--- config.mk ---
export PLATFORM = sky130hd
export DESIGN_NAME = intr_dispatch
export DESIGN_NICKNAME = d
export VERILOG_FILES = /design/src/rtl/intr_pkg.sv /design/src/rtl/txe_tracker.sv /design/src/rtl/step_timer.sv /design/src/rtl/prio_pick.sv /design/src/rtl/stack_seq.sv /design/src/rtl/intr_dispatch.sv
export SDC_FILE = /design/constraint.sdc
export NUM_CORES = 1
export LEC_CHECK = 0
export ABC_AREA = 1
export ABC_CLOCK_PERIOD_IN_PS = 3500
export BUFFER_PORTS_ARGS = -buffer_cell sky130_fd_sc_hd__buf_2
export CAP_MARGIN = 20
export CORE_MARGIN = 2
export CORE_UTILIZATION = 40
export DETAILED_ROUTE_END_ITERATION = 7
export GPL_TIMING_DRIVEN = 0
export HOLD_SLACK_MARGIN = 0.03
export PLACE_DENSITY = 0.65
export REMOVE_ABC_BUFFERS = 1
export SETUP_SLACK_MARGIN = 0.3
export SLEW_MARGIN = 20
export SYNTH_ARGS = -nofsm -noshare
export SYNTH_HDL_FRONTEND = slang
export SYNTH_SLANG_ARGS = --single-unit
--- constraint.sdc ---
create_clock -name clk -period 3.5 [get_ports clk]
set_clock_uncertainty 0.1 [all_clocks]
set_input_delay 1.05 -clock clk [delete_from_list [all_inputs] [get_ports clk]]
set_output_delay 1.05 -clock clk [all_outputs]
set_load 0.05 [all_outputs]
--- src/rtl/intr_pkg.sv ---
package intr_pkg;
  localparam int NSRC    = 2;
  localparam int SRC_SER = 0;
  localparam int SRC_TMR = 1;

  typedef enum logic [2:0] {
    ST_IDLE,
    ST_PUSH_SR,
    ST_PUSH_PC,
    ST_LOAD,
    ST_POP_PC,
    ST_POP_SR,
    ST_FIN
  } seq_st_e;
endpackage

--- src/rtl/txe_tracker.sv ---
module txe_tracker #(
  parameter int DELAY = 2,
  localparam int DW = $clog2(DELAY + 1)
) (
  input  logic clk,
  input  logic rst_n,
  input  logic wr_i,
  input  logic tick_i,
  output logic empty_o
);
  logic          flag_q, flag_d;
  logic [DW-1:0] dly_q, dly_d;

  always_comb begin
    flag_d = flag_q;
    dly_d  = dly_q;
    if (wr_i) begin
      flag_d = 1'b0;
      dly_d  = DW'(DELAY);
    end else if (tick_i && dly_q != '0) begin
      dly_d = dly_q - DW'(1);
      if (dly_q == DW'(1)) flag_d = 1'b1;
    end
  end

  always_ff @(posedge clk or negedge rst_n) begin
    if (!rst_n) begin
      flag_q <= 1'b1;
      dly_q  <= '0;
    end else begin
      flag_q <= flag_d;
      dly_q  <= dly_d;
    end
  end

  assign empty_o = flag_q;
endmodule

--- src/rtl/step_timer.sv ---
module step_timer #(
  parameter int CW = 12
) (
  input  logic          clk,
  input  logic          rst_n,
  input  logic          tick_i,
  input  logic          clr_i,
  input  logic [CW-1:0] period_i,
  output logic          pend_o
);
  logic [CW-1:0] cnt_q, cnt_d;

  always_comb begin
    cnt_d = cnt_q;
    if (clr_i) cnt_d = '0;
    else if (tick_i && cnt_q != {CW{1'b1}}) cnt_d = cnt_q + CW'(1);
  end

  always_ff @(posedge clk or negedge rst_n) begin
    if (!rst_n) cnt_q <= '0;
    else        cnt_q <= cnt_d;
  end

  assign pend_o = (cnt_q >= period_i);
endmodule

--- src/rtl/prio_pick.sv ---
module prio_pick #(
  parameter int NSRC = 2,
  parameter int PW   = 3,
  localparam int IDW = (NSRC > 1) ? $clog2(NSRC) : 1
) (
  input  logic [NSRC-1:0][PW-1:0] pri_i,
  input  logic [NSRC-1:0]         pend_i,
  input  logic [NSRC-1:0]         vec_ok_i,
  input  logic [PW-1:0]           mask_i,
  output logic                    take_o,
  output logic [IDW-1:0]          src_o
);
  logic [NSRC-1:0] cand;

  for (genvar g = 0; g < NSRC; g++) begin : g_cand
    assign cand[g] = pend_i[g] & vec_ok_i[g];
  end

  logic          found;
  logic [PW-1:0] best;

  always_comb begin
    found = 1'b0;
    best  = '0;
    src_o = '0;
    for (int i = 0; i < NSRC; i++) begin
      if (cand[i] && (!found || pri_i[i] > best)) begin
        found = 1'b1;
        best  = pri_i[i];
        src_o = IDW'(i);
      end
    end
    take_o = found && (best > mask_i);
  end
endmodule

--- src/rtl/stack_seq.sv ---
module stack_seq
  import intr_pkg::*;
#(
  parameter int AW  = 16,
  parameter int DW  = 16,
  parameter int IDW = 1,
  parameter int DPW = 2
) (
  input  logic           clk,
  input  logic           rst_n,
  input  logic           step_i,
  input  logic           rti_i,
  input  logic           take_i,
  input  logic [IDW-1:0] src_i,
  input  logic [AW-1:0]  sp_i,
  input  logic [AW-1:0]  pc_i,
  input  logic [DW-1:0]  sr_i,
  input  logic [DW-1:0]  rdata_i,
  input  logic [AW-1:0]  vec_tgt_i,
  output logic           entry_go_o,
  output logic [IDW-1:0] sel_o,
  output logic           mem_wr_o,
  output logic           mem_rd_o,
  output logic [AW-1:0]  mem_addr_o,
  output logic [DW-1:0]  mem_wdata_o,
  output logic           pc_load_o,
  output logic [AW-1:0]  pc_o,
  output logic           sr_load_o,
  output logic [DW-1:0]  sr_o,
  output logic           sp_load_o,
  output logic [AW-1:0]  sp_o,
  output logic           in_handler_o,
  output logic           busy_o
);
  localparam logic [AW-1:0] WSTEP = AW'(2);

  seq_st_e        st_q, st_d;
  logic [AW-1:0]  sp_q, sp_d, pc_q, pc_d;
  logic [DW-1:0]  sr_q, sr_d;
  logic [IDW-1:0] sel_q, sel_d;
  logic [DPW-1:0] dep_q, dep_d;
  logic           idle, ret_go;

  assign idle       = (st_q == ST_IDLE);
  assign ret_go     = step_i && idle && rti_i && (dep_q != '0);
  assign entry_go_o = step_i && idle && (dep_q == '0) && take_i;

  always_comb begin
    st_d  = st_q;
    sp_d  = sp_q;
    pc_d  = pc_q;
    sr_d  = sr_q;
    sel_d = sel_q;
    dep_d = dep_q;
    unique case (st_q)
      ST_IDLE: begin
        if (ret_go) begin
          sp_d = sp_i;
          st_d = ST_POP_PC;
        end else if (entry_go_o) begin
          sp_d  = sp_i;
          pc_d  = pc_i;
          sr_d  = sr_i;
          sel_d = src_i;
          st_d  = ST_PUSH_SR;
        end
      end
      ST_PUSH_SR: begin
        sp_d = sp_q - WSTEP;
        st_d = ST_PUSH_PC;
      end
      ST_PUSH_PC: begin
        sp_d = sp_q - WSTEP;
        st_d = ST_LOAD;
      end
      ST_LOAD: begin
        dep_d = dep_q + DPW'(1);
        st_d  = ST_IDLE;
      end
      ST_POP_PC: begin
        pc_d = rdata_i;
        sp_d = sp_q + WSTEP;
        st_d = ST_POP_SR;
      end
      ST_POP_SR: begin
        sr_d = rdata_i;
        sp_d = sp_q + WSTEP;
        st_d = ST_FIN;
      end
      ST_FIN: begin
        dep_d = dep_q - DPW'(1);
        st_d  = ST_IDLE;
      end
      default: st_d = ST_IDLE;
    endcase
  end

  always_ff @(posedge clk or negedge rst_n) begin
    if (!rst_n) begin
      st_q  <= ST_IDLE;
      sp_q  <= '0;
      pc_q  <= '0;
      sr_q  <= '0;
      sel_q <= '0;
      dep_q <= '0;
    end else begin
      st_q  <= st_d;
      sp_q  <= sp_d;
      pc_q  <= pc_d;
      sr_q  <= sr_d;
      sel_q <= sel_d;
      dep_q <= dep_d;
    end
  end

  assign mem_wr_o     = (st_q == ST_PUSH_SR) || (st_q == ST_PUSH_PC);
  assign mem_rd_o     = (st_q == ST_POP_PC) || (st_q == ST_POP_SR);
  assign mem_addr_o   = mem_wr_o ? (sp_q - WSTEP) : sp_q;
  assign mem_wdata_o  = (st_q == ST_PUSH_SR) ? sr_q : pc_q;
  assign pc_load_o    = (st_q == ST_LOAD) || (st_q == ST_FIN);
  assign pc_o         = (st_q == ST_LOAD) ? vec_tgt_i : pc_q;
  assign sr_load_o    = (st_q == ST_FIN);
  assign sr_o         = sr_q;
  assign sp_load_o    = pc_load_o;
  assign sp_o         = sp_q;
  assign sel_o        = sel_q;
  assign in_handler_o = (dep_q != '0);
  assign busy_o       = !idle;
endmodule

--- src/rtl/intr_dispatch.sv ---
module intr_dispatch
  import intr_pkg::*;
#(
  parameter int AW       = 16,
  parameter int DW       = 16,
  parameter int PW       = 3,
  parameter int CW       = 12,
  parameter int TX_DELAY = 2,
  parameter int PRI_LSB  = 4,
  parameter int MASK_LSB = 8,
  parameter int TIE_BIT  = 7
) (
  input  logic          clk,
  input  logic          rst_n,
  input  logic          step_i,
  input  logic          rti_i,
  input  logic [DW-1:0] sr_i,
  input  logic [7:0]    pri_ser_i,
  input  logic [7:0]    pri_tmr_i,
  input  logic [7:0]    scr_i,
  input  logic          tdr_wr_i,
  input  logic [CW-1:0] period_i,
  input  logic [1:0]    vec_ok_i,
  input  logic [AW-1:0] vec_tgt_i,
  input  logic [AW-1:0] sp_i,
  input  logic [AW-1:0] pc_i,
  input  logic [DW-1:0] mem_rdata_i,
  output logic          vec_sel_o,
  output logic          mem_wr_o,
  output logic          mem_rd_o,
  output logic [AW-1:0] mem_addr_o,
  output logic [DW-1:0] mem_wdata_o,
  output logic          pc_load_o,
  output logic [AW-1:0] pc_o,
  output logic          sr_load_o,
  output logic [DW-1:0] sr_o,
  output logic          sp_load_o,
  output logic [AW-1:0] sp_o,
  output logic          in_handler_o,
  output logic          busy_o
);
  localparam int IDW = 1;

  logic [1:0] rst_pipe;
  logic       rst_s_n;

  always_ff @(posedge clk or negedge rst_n) begin
    if (!rst_n) rst_pipe <= 2'b00;
    else        rst_pipe <= {rst_pipe[0], 1'b1};
  end
  assign rst_s_n = rst_pipe[1];

  logic                    txe, tmr_pend, take, entry_go, tmr_clr;
  logic [IDW-1:0]          pick_src;
  logic [NSRC-1:0][PW-1:0] pri_v;
  logic [NSRC-1:0]         pend_v;

  assign pri_v[SRC_SER]  = pri_ser_i[PRI_LSB +: PW];
  assign pri_v[SRC_TMR]  = pri_tmr_i[PRI_LSB +: PW];
  assign pend_v[SRC_SER] = scr_i[TIE_BIT] & txe;
  assign pend_v[SRC_TMR] = tmr_pend;
  assign tmr_clr         = entry_go && (pick_src == IDW'(SRC_TMR));

  txe_tracker #(.DELAY(TX_DELAY)) u_txe (
    .clk(clk), .rst_n(rst_s_n), .wr_i(tdr_wr_i), .tick_i(step_i), .empty_o(txe)
  );

  step_timer #(.CW(CW)) u_tmr (
    .clk(clk), .rst_n(rst_s_n), .tick_i(step_i), .clr_i(tmr_clr),
    .period_i(period_i), .pend_o(tmr_pend)
  );

  prio_pick #(.NSRC(NSRC), .PW(PW)) u_pick (
    .pri_i(pri_v), .pend_i(pend_v), .vec_ok_i(vec_ok_i),
    .mask_i(sr_i[MASK_LSB +: PW]), .take_o(take), .src_o(pick_src)
  );

  stack_seq #(.AW(AW), .DW(DW), .IDW(IDW), .DPW(2)) u_seq (
    .clk(clk), .rst_n(rst_s_n), .step_i(step_i), .rti_i(rti_i),
    .take_i(take), .src_i(pick_src), .sp_i(sp_i), .pc_i(pc_i), .sr_i(sr_i),
    .rdata_i(mem_rdata_i), .vec_tgt_i(vec_tgt_i), .entry_go_o(entry_go),
    .sel_o(vec_sel_o), .mem_wr_o(mem_wr_o), .mem_rd_o(mem_rd_o),
    .mem_addr_o(mem_addr_o), .mem_wdata_o(mem_wdata_o),
    .pc_load_o(pc_load_o), .pc_o(pc_o), .sr_load_o(sr_load_o), .sr_o(sr_o),
    .sp_load_o(sp_load_o), .sp_o(sp_o), .in_handler_o(in_handler_o),
    .busy_o(busy_o)
  );
endmodule

==> results of run 1 <==
==> area by class of cell <==
cell class	instances	area share (%)
inverter	99	4.93
tap	176	2.78
clock inverter	5	0.727
multi-input combinational	628	48.1
timing repair buffer	224	17.8
sequential	71	22.6
clock buffer	10	3.02
==> cells in the mapped netlist (3+ instances only) <==
library cell,number,area share (%)
sky130_fd_sc_hd__nand4_1,8,0.92
sky130_fd_sc_hd__dfrtp_1,70,32
sky130_fd_sc_hd__buf_2,5,0.46
sky130_fd_sc_hd__nand2_4,6,1.2
sky130_fd_sc_hd__nand3_1,109,10
sky130_fd_sc_hd__o211ai_1,4,0.55
sky130_fd_sc_hd__xor2_1,3,0.48
sky130_fd_sc_hd__inv_2,3,0.21
sky130_fd_sc_hd__nand3b_1,3,0.41
sky130_fd_sc_hd__buf_4,6,0.83
sky130_fd_sc_hd__inv_1,96,6.6
sky130_fd_sc_hd__a21oi_1,20,1.8
sky130_fd_sc_hd__o21bai_1,3,0.41
sky130_fd_sc_hd__o21ai_0,64,5.9
sky130_fd_sc_hd__mux2_2,16,3.3
sky130_fd_sc_hd__ha_1,24,5.5
sky130_fd_sc_hd__nor3_1,8,0.73
sky130_fd_sc_hd__nor2_4,3,0.62
sky130_fd_sc_hd__nor2_1,47,3.2
sky130_fd_sc_hd__buf_6,5,1.0
sky130_fd_sc_hd__nand2_1,292,20
sky130_fd_sc_hd__clkbuf_1,15,1.0
==> state kept, by name, summed over array words and instances, names as in the netlist <==
name	count
u_seq.sel_o	1
rst_pipe	2
u_seq.sp_o	16
u_seq.sr_o	16
u_seq.pc_q	16
u_seq.dep_q	2
u_txe.empty_o	1
u_seq.st_q	3
u_tmr.cnt_q	12
u_txe.dly_q	2
==> per-stage QoR <==
stage,utilization (%),setup slack [ns]
final,59.6,-0.0510
after global routing,59.6,-0.249
after CTS,57.0,-0.104
after detailed placement,48.8,-0.947
after global placement,48.5,-0.926
after floorplan,-,-0.243
==> how the worst max path moves through the flow <==
stage,start,end,slack (ns),depth (start not counted)
5_1_grt,scr_i[7],u_seq.sp_o[8],-0.25,23
3_5_place_dp,vec_ok_i[0],u_seq.sr_o[12],-0.95,22
4_1_cts,period_i[11],u_seq.sp_o[11],-0.10,23
2_1_floorplan,vec_ok_i[0],u_seq.sr_o[0],-0.24,21
3_3_place_gp,vec_ok_i[0],u_seq.sr_o[2],-0.93,22
6_report,scr_i[7],u_seq.sp_o[11],-0.05,23
==> cells by family after synthesis <==
group | count (synthesis) | synth area share (%)
AO/OA/AOI/OAI | 94 | 9.09
AND/OR/NAND/NOR | 484 | 38.5
multiplexers | 16 | 3.30
adder cells (fa/ha/maj) | 24 | 5.51
XOR/XNOR | 4 | 0.643
other | 1 | 0.0688
buffers and inverters | 131 | 10.3
flip-flops | 71 | 32.6
==> metal layers <==
metal	global-route usage [%]	vias up	part of all wire [%]
li1	-	3083	-
met1	30.8	2861	43
met2	43.2	211	50
met3	3.25	14	5.7
met4	6.61	0	0.80
met5	0	-	0
==> what timing repair did <==
action | CTS | global route
cloned | 5 | 1
setup endpoints to repair | 96 | 73
resized for setup | 130 | 81
setup buffers | 24 | 5
pin swaps | 45 | 31
hold endpoints to repair | 0 | 0
==> results.yml, run 1 <==
status:
  run_status: "finished, violations left"
  violations: "setup timing"
sta:
  highest_clock_frequency_the_design_can_meet_mhz: 282
  slew-limit-headroom_pct: 36.7
  setup_repair_after_global_routing_missed_its_margin: "true"
  min_period_over_period_pct: 101
  finalHoldViolations: 0
  fin_hold_ws_ns: 0.106
  final_critical_path_setup_slack_ns: -0.0510
  finalMaxSlewViolations: 0
  worst-slew-pin-transition_ns: 0.948
  setup_total_negative_slack_ns: -0.599
  setup_viol: 16
  fin_crit_ns: 3.55
worst_setup_path:
  cp_cell_sequence: "buf_6 -> nand3_4 -> inv_4 -> nand2_4 -> ha_4 -> nand2_2 -> o21ai_1 -> nand2_1 -> nand2_2 -> nand3_4 -> nor2_1 -> a21oi_1 -> ha_1 -> nand2_2 -> nor2_4 -> a211oi_4 -> nor3_4 -> nand2_4 -> buf_12 -> nand2_8 -> buf_12 -> nand3_1 -> nand2_1"
  r2r-end: "u_seq.sp_o[11]"
  worstSetupPathType: "input pin to flop"
  worst_setup_path_start_kind: "input pin"
  worst_path_largest_cell_delay_ns: 0.34
  critPathTopFamily: "simple AND/OR/NAND/NOR gates"
  r2r_start: "u_txe.empty_o"
  worst-r2r-setup-slack_ns: 0.16
  worst_path_max_delay_cell: "sky130_fd_sc_hd__ha_1"
  cp-end-kind: "flop"
  worst-r2r-cell-count: 22
  timing.critical_path.required_ns: 3.63
  worst-endpoint-arrival_ns: 3.68
  most_frequent_cell_on_the_critical_path: "sky130_fd_sc_hd__nand2_2"
  crit_path_max_fanout: 9
  timing.critical_path.buf_inv: 4
logic_synthesis:
  synth_sequential_area_ratio_pct: 32.6
  synthCells: 825
  yosysWarnings: 0
  synth_ff_type: "sky130_fd_sc_hd__dfrtp_1"
  synthArstFlopShare_pct: 100
  ys_ff_latch: 71
  synth_cell_types: 34
  syn-mean-instance-area_um2: 6.61
  summed_instance_area_of_the_synthesized_netlist_um2: 5450
  synth_edf_count: 0
routing:
  antenna_left: 0
  drc_errors: 0
  route.detailed.wl_per_inst_um: 14.8
  via_per_inst: 5.09
  dr_total_vias: 6169
  detailed_router_iteration_count_before_antenna_repair: 4
  drt_wl_total_mm: 17.9
  detail_route.iter0.violations: 264
grt:
  track_usage_pct: 24.3
  antenna_violations_before_repair: 0
  wire_length_of_the_first_global_routing_pass_mm: 28.1
  grt_pass1_vias: 5709
  grt_start_max_net_pins: 54
  overflow: 0
finish:
  area_delta_synth_final_pct: 45.2
  regArea_um2: 1790
  fill_count: 1223
  antenna-diode-count: 0
  post-route-cell-area_um2: 7920
  final_cell_mix: "sky130_fd_sc_hd__nand2_1, sky130_fd_sc_hd__buf_2, sky130_fd_sc_hd__nand3_1"
  multi_input_area_um2: 3810
  fin_nets: 1180
  final_layout_size_suffix_gt1_share_pct: 41.4
  final_cell_count_no_fill: 1213
  layout_commonest_cell: "sky130_fd_sc_hd__nand2_1"
placement:
  placement.io_buffers: 193
  numPlacedInstances: 1163
  place_area_um2: 6490
  gp_routability_congestion: 0.901
  detailedPlacementHpwl_mm: 11.8
clock_network:
  ctsHoldBuffers: 0
  numClockSinks: 71
  cts_max_path_buffers: 2
  cts_tree: "done"
  clk_pin_slew_ns: 0.06
  tritoncts_buffer_count: 9
  htree_levels: 3
  worstSkewPairLatency_ns: 0.34
  clock_tree.root_cell: "sky130_fd_sc_hd__clkbuf_16"
floorplan:
  die_h_um: 121
  floorplan.rows: 42
  io-pin-count: 211
  placeableCoreArea_um2: 13300
  die_area_um2: 14600
  die_w_um: 121
  start_util_pct: 41.0
flow_run:
  cap_viol_max_count: 0
worst_hold_path:
  hold_class: "flop to async pin"
Power of run 1 is not shown: default switching activity piles up to over one toggle a cycle in this logic, so the estimate is an artifact.
==> run 2, diff against run 1 <==
--- a/config.mk
+++ b/config.mk
@@ -9,6 +9,7 @@
 export ABC_CLOCK_PERIOD_IN_PS = 3500
 export BUFFER_PORTS_ARGS = -buffer_cell sky130_fd_sc_hd__buf_2
 export CAP_MARGIN = 20
+export CORE_ASPECT_RATIO = 1.1
 export CORE_MARGIN = 2
 export CORE_UTILIZATION = 40
 export DETAILED_ROUTE_END_ITERATION = 7
==> run 2 against run 1 <==
The flow still finishes with violations (setup timing). Global-route usage is 0.15 points higher. Design area grew 0.79%. Worst setup slack worse by 0.095 ns. Core utilization up 0.60 points. Die area about the same. Cell count increased by 1.7%. Via count increased by 1.6%. Critical endpoint is now u_seq.sp_o[3].
==> results.yml, run 2 (synthesis gave the netlist of run 1 again) <==
worst_hold_path:
  hold_class: "flop to async pin"
floorplan:
  die_area_um2: 14600
  die_h_um: 126
  die_w_um: 115
  floorplan.rows: 44
  io-pin-count: 211
  start_util_pct: 41.1
  placeableCoreArea_um2: 13300
placement:
  detailedPlacementHpwl_mm: 11.6
  placement.io_buffers: 193
  numPlacedInstances: 1171
  gp_routability_congestion: 0.953
  dp_slack_ns: -0.944
worst_setup_path:
  most_frequent_cell_on_the_critical_path: "sky130_fd_sc_hd__nand2_1"
  worstSetupPathType: "input pin to flop"
  timing.critical_path.required_ns: 3.62
  cp-end-kind: "flop"
  crit_path_max_fanout: 8
  cp_cell_sequence: "buf_2 -> inv_1 -> ha_1 -> nand2_1 -> nand2_1 -> nand2_1 -> nand3_1 -> nor2_2 -> nand2_2 -> nand3_4 -> buf_6 -> nor2_4 -> a21oi_2 -> ha_1 -> nand3_2 -> nand2_2 -> nor3_4 -> nand2_4 -> buf_6 -> nand2_8 -> nand2_4 -> nand2_1 -> nand2_1"
  worst-endpoint-arrival_ns: 3.76
  timing.critical_path.buf_inv: 4
  worst_path_max_delay_cell: "sky130_fd_sc_hd__ha_1"
  critPathTopFamily: "simple AND/OR/NAND/NOR gates"
  worst_path_largest_cell_delay_ns: 0.29
  worst_setup_path_startpoint: "period_i[7]"
  worst_setup_path_start_kind: "input pin"
  r2r_start: "u_txe.empty_o"
clock_network:
  htree_levels: 3
  clk_pin_slew_ns: 0.05
  clock_tree.root_cell: "sky130_fd_sc_hd__clkbuf_16"
  ctsHoldBuffers: 0
  worstSkewPairLatency_ns: 0.34
  cts_max_path_buffers: 2
  tritoncts_buffer_count: 9
  cts_tree: "done"
  numClockSinks: 71
sta:
  setup_viol: 61
  worst-slew-pin-transition_ns: 1.04
  highest_clock_frequency_the_design_can_meet_mhz: 274
  min_period_over_period_pct: 104
  fin_crit_ns: 3.65
  finalHoldViolations: 0
  setup_repair_after_global_routing_missed_its_margin: "true"
  finalMaxSlewViolations: 0
  final_critical_path_setup_slack_ns: -0.146
  fin_hold_ws_ns: 0.137
  slew-limit-headroom_pct: 30.3
finish:
  fin_nets: 1191
  regArea_um2: 1790
  final_cell_count_no_fill: 1234
  multi_input_area_um2: 3820
  final_cell_mix: "sky130_fd_sc_hd__nand2_1, sky130_fd_sc_hd__buf_2, sky130_fd_sc_hd__nand3_1"
  fill_count: 1261
  area_delta_synth_final_pct: 46.4
  layout_commonest_cell: "sky130_fd_sc_hd__nand2_1"
  final_layout_size_suffix_gt1_share_pct: 40.2
grt:
  antenna_violations_before_repair: 1
  grt_start_max_net_pins: 49
  grt_pass1_vias: 5708
  overflow: 0
  wire_length_of_the_first_global_routing_pass_mm: 28.4
  track_usage_pct: 24.4
routing:
  drt_wl_total_mm: 18.3
  route.detailed.wl_per_inst_um: 14.8
  drc_errors: 0
  antenna_left: 0
  detailed_router_iteration_count_before_antenna_repair: 5
  detail_route.iter0.violations: 348
  via_per_inst: 5.08
  dr_total_vias: 6270
status:
  violations: "setup timing"
  run_status: "finished, violations left"
flow_run:
  cap_viol_max_count: 0
==> run 2: cell count changes in the layout (fill, tap and decap cells not counted), moves of 6 or more <==
cell,previous run,this run
sky130_fd_sc_hd__inv_2,18,11
sky130_fd_sc_hd__nand2_1,222,239
sky130_fd_sc_hd__nand2_2,66,47
sky130_fd_sc_hd__inv_1,75,81
sky130_fd_sc_hd__nand3_2,21,15
sky130_fd_sc_hd__a21oi_1,18,12
sky130_fd_sc_hd__buf_4,21,34
sky130_fd_sc_hd__nand3_1,85,91
==> run 2: area by class of cell <==
type,instances,share of cell area (%)
diodes,1,0.0314
clock buffers,12,3.09
clock inverters,4,0.564
inverters,99,4.92
multi-input cells,629,47.9
flip-flops and latches,71,22.5
well taps,184,2.88
repair buffers,234,18.1
==> run 2: path summary, 6_finish.rpt <==
| check | depth (start not counted) | slack (ns) | to |
|---|---|---|---|
| worst max-delay path | 23 | -0.15 | u_seq.sp_o[3] |
| worst min-delay path | 0 | 0.14 | u_seq.sp_o[2] |
| worst max register to register | 22 | 0.11 | u_seq.sp_o[3] |
| worst min register to register | 0 | 0.14 | u_seq.sp_o[2] |
| max in group asynchronous | 1 | 2.60 | u_seq.sp_o[7] |
| min in group clk | 0 | 0.25 | rst_pipe[1] |
==> run 2: timing repair <==
| action | CTS | global route |
|---|---|---|
| resized for setup | 105 | 90 |
| pin swaps | 49 | 41 |
| setup buffers | 22 | 16 |
| endpoints found under the setup margin | 96 | 73 |
| gates cloned | 6 | 2 |
==> run 2: per-layer routing <==
layer  vias to the layer above  GRT usage (%)  wire [um]
met5                         -              0          0
met1                      2887           31.8       7630
li1                       3116              -          -
met4                         0           7.23        269
met2                       241           41.7       9090
met3                        26           3.73       1260
==> run 2: stage by stage <==
step                TNS [ns]  util [%]  cell area, um2
finish                 -3.57      60.1            7980
detailed placement    -52.40      49.0            6500
floorplan             -11.31         -            5270
CTS                    -1.52      56.7            7520
global placement      -50.73      48.7            6460
global route          -11.72      60.1            7980
==> run 2: worst reg2reg max path: cells and delay by family, from the launching register on <==
kind / cells / cell delay, ns
fa+ha+maj: 2 / 0.61
simple gates: 15 / 1.44
compound gates: 2 / 0.17
flops: 1 / 0.56
buf+inv: 3 / 0.39
Power of run 2 is left out for the same reason.
==> run 3, diff against run 2 <==
--- a/config.mk
+++ b/config.mk
@@ -7,15 +7,15 @@
 export LEC_CHECK = 0
 export ABC_AREA = 1
 export ABC_CLOCK_PERIOD_IN_PS = 3500
-export BUFFER_PORTS_ARGS = -buffer_cell sky130_fd_sc_hd__buf_2
 export CAP_MARGIN = 20
 export CORE_ASPECT_RATIO = 1.1
 export CORE_MARGIN = 2
 export CORE_UTILIZATION = 40
 export DETAILED_ROUTE_END_ITERATION = 7
+export DONT_BUFFER_PORTS = 1
 export GPL_TIMING_DRIVEN = 0
 export HOLD_SLACK_MARGIN = 0.03
-export PLACE_DENSITY = 0.65
+export PLACE_DENSITY = 0.51
 export REMOVE_ABC_BUFFERS = 1
 export SETUP_SLACK_MARGIN = 0.3
 export SLEW_MARGIN = 20
==> run 3 against run 2 <==
The run still ends with setup timing left. Core utilization is 5.9 points lower. Fmax fell by 0.12%. Sequential share of layout area is 2.7 points higher. Cell count down 15%. Non-clock buffer count shrank 186.
==> results.yml, run 3 (synthesis gave the netlist of run 1 again) <==
worst_setup_path:
  r2r-end: "u_seq.sp_o[14]"
  cp-end-kind: "flop"
  worst_setup_path_start_kind: "input pin"
  worst_path_largest_cell_delay_ns: 0.34
  worst_path_max_delay_cell: "sky130_fd_sc_hd__ha_1"
  cp_cell_sequence: "nand3_4 -> inv_4 -> nand2_4 -> ha_4 -> nand2_2 -> o21ai_1 -> nand2_1 -> nand2_2 -> nand3_4 -> nor2_4 -> a21oi_2 -> ha_1 -> nand2_2 -> nor2_4 -> a211oi_4 -> nor3_4 -> nand2_4 -> buf_12 -> nand2_8 -> clkbuf_16 -> nand3_1 -> nand2_1"
  timing.critical_path.required_ns: 3.63
  critical_path_cell_count: 22
  most_frequent_cell_on_the_critical_path: "sky130_fd_sc_hd__nand2_2"
  crit_path_max_fanout: 5
  worst-r2r-setup-slack_ns: 0
  r2r_start: "u_txe.empty_o"
  critPathTopFamily: "simple AND/OR/NAND/NOR gates"
  worstSetupPathType: "input pin to flop"
  timing.critical_path.buf_inv: 3
  worst-endpoint-arrival_ns: 3.78
  worst-r2r-cell-count: 22
  critPathCapture: "u_seq.sp_o[14]"
  worst_setup_path_startpoint: "scr_i[7]"
sta:
  highest_clock_frequency_the_design_can_meet_mhz: 274
  min_period_over_period_pct: 104
  slew-limit-headroom_pct: 29.6
  setup_total_negative_slack_ns: -3.31
  fin_crit_ns: 3.65
  setup_viol: 49
  finalMaxSlewViolations: 0
  setup_repair_after_global_routing_missed_its_margin: "true"
  worst-slew-pin-transition_ns: 1.05
  final_critical_path_setup_slack_ns: -0.151
  finalHoldViolations: 0
finish:
  multi_input_area_um2: 3980
  fill_count: 1299
  final_layout_size_suffix_gt1_share_pct: 31.9
  post-route-cell-area_um2: 7200
  final_cell_mix: "sky130_fd_sc_hd__nand2_1, sky130_fd_sc_hd__nand3_1, sky130_fd_sc_hd__inv_1"
  area_delta_synth_final_pct: 32.0
  antenna-diode-count: 0
  regArea_um2: 1820
  layout_commonest_cell: "sky130_fd_sc_hd__nand2_1"
  fin_nets: 1005
routing:
  route.detailed.wl_per_inst_um: 17.5
  drc_errors: 0
  detailed_router_iteration_count_before_antenna_repair: 5
  via_per_inst: 5.39
  detail_route.iter0.violations: 330
  drt_wl_total_mm: 18.3
  antenna_left: 0
  dr_total_vias: 5643
worst_hold_path:
  hold_class: "flop to async pin"
floorplan:
  die_w_um: 115
  die_h_um: 126
  start_util_pct: 41.1
  floorplan.rows: 44
  io-pin-count: 211
  placeableCoreArea_um2: 13300
  die_area_um2: 14600
clock_network:
  clk_pin_slew_ns: 0.06
  cts_max_path_buffers: 2
  numClockSinks: 71
  clock_tree.root_cell: "sky130_fd_sc_hd__clkbuf_16"
  htree_levels: 3
  cts_tree: "done"
  worstSkewPairLatency_ns: 0.34
  tritoncts_buffer_count: 9
  ctsHoldBuffers: 0
status:
  run_status: "finished, violations left"
  violations: "setup timing"
grt:
  grt_start_max_net_pins: 39
  overflow: 0
  antenna_violations_before_repair: 0
  grt_pass1_vias: 5335
  wire_length_of_the_first_global_routing_pass_mm: 27.5
  track_usage_pct: 24.3
placement:
  placement.io_buffers: 0
  detailedPlacementHpwl_mm: 11.5
  gp_routability_congestion: 0.874
  place_area_um2: 5540
flow_run:
  cap_viol_max_count: 0
## run 3: timing repair
| action | 4_1_cts | 5_1_grt |
|---|---|---|
| gates resized for setup | 133 | 105 |
| gates cloned | 6 | 2 |
| setup endpoints to repair | 96 | 83 |
| pin swaps | 45 | 48 |
| buffers inserted | 36 | 7 |
## run 3: per-layer routing
layer  track usage, %  vias to the layer above  share of wire [%]
li1                 -                     2737                  -
met2             42.6                      220                 50
met5                0                        -                  0
met1             29.2                     2656                 42
met4             8.01                        0                2.0
met3             5.54                       30                6.4
## run 3: worst min-delay path by stage
stage | slack (ns) | startpoint | depth (start not counted) | to
floorplan | 0.23 | rst_pipe[0] | 0 | rst_pipe[1]
global placement | 0.24 | rst_pipe[0] | 0 | rst_pipe[1]
detailed placement | 0.24 | rst_pipe[0] | 0 | rst_pipe[1]
CTS | 0.25 | rst_pipe[1] | 0 | u_seq.sp_o[15]
global route | 0.27 | rst_pipe[1] | 0 | u_txe.dly_q[1]
finish | 0.22 | rst_pipe[1] | 0 | u_seq.sp_o[1]
## run 3: through the flow
| stage | util, % | hold WS, ns | cells | setup WS, ns |
|---|---|---|---|---|
| 2_1_floorplan | - | 0.231 | 793 | -0.243 |
| 3_3_place_gp | 41.4 | 0.238 | 977 | -0.692 |
| 3_5_place_dp | 41.8 | 0.243 | 980 | -0.816 |
| 4_1_cts | 51.1 | 0.247 | 1038 | -0.00665 |
| 5_1_grt | 54.2 | 0.266 | 1047 | -0.287 |
| 6_report | 54.2 | 0.216 | 1047 | -0.151 |
## run 3: area by class of cell
class                      count  area share [%]
sequential                    71            25.2
multi-input combinational    629            55.3
inverter                      99            5.46
clock inverter                 6           0.852
timing repair buffer          48            6.73
tap                          184            3.20
clock buffer                  10            3.18
Power of run 3 is left out for the same reason.
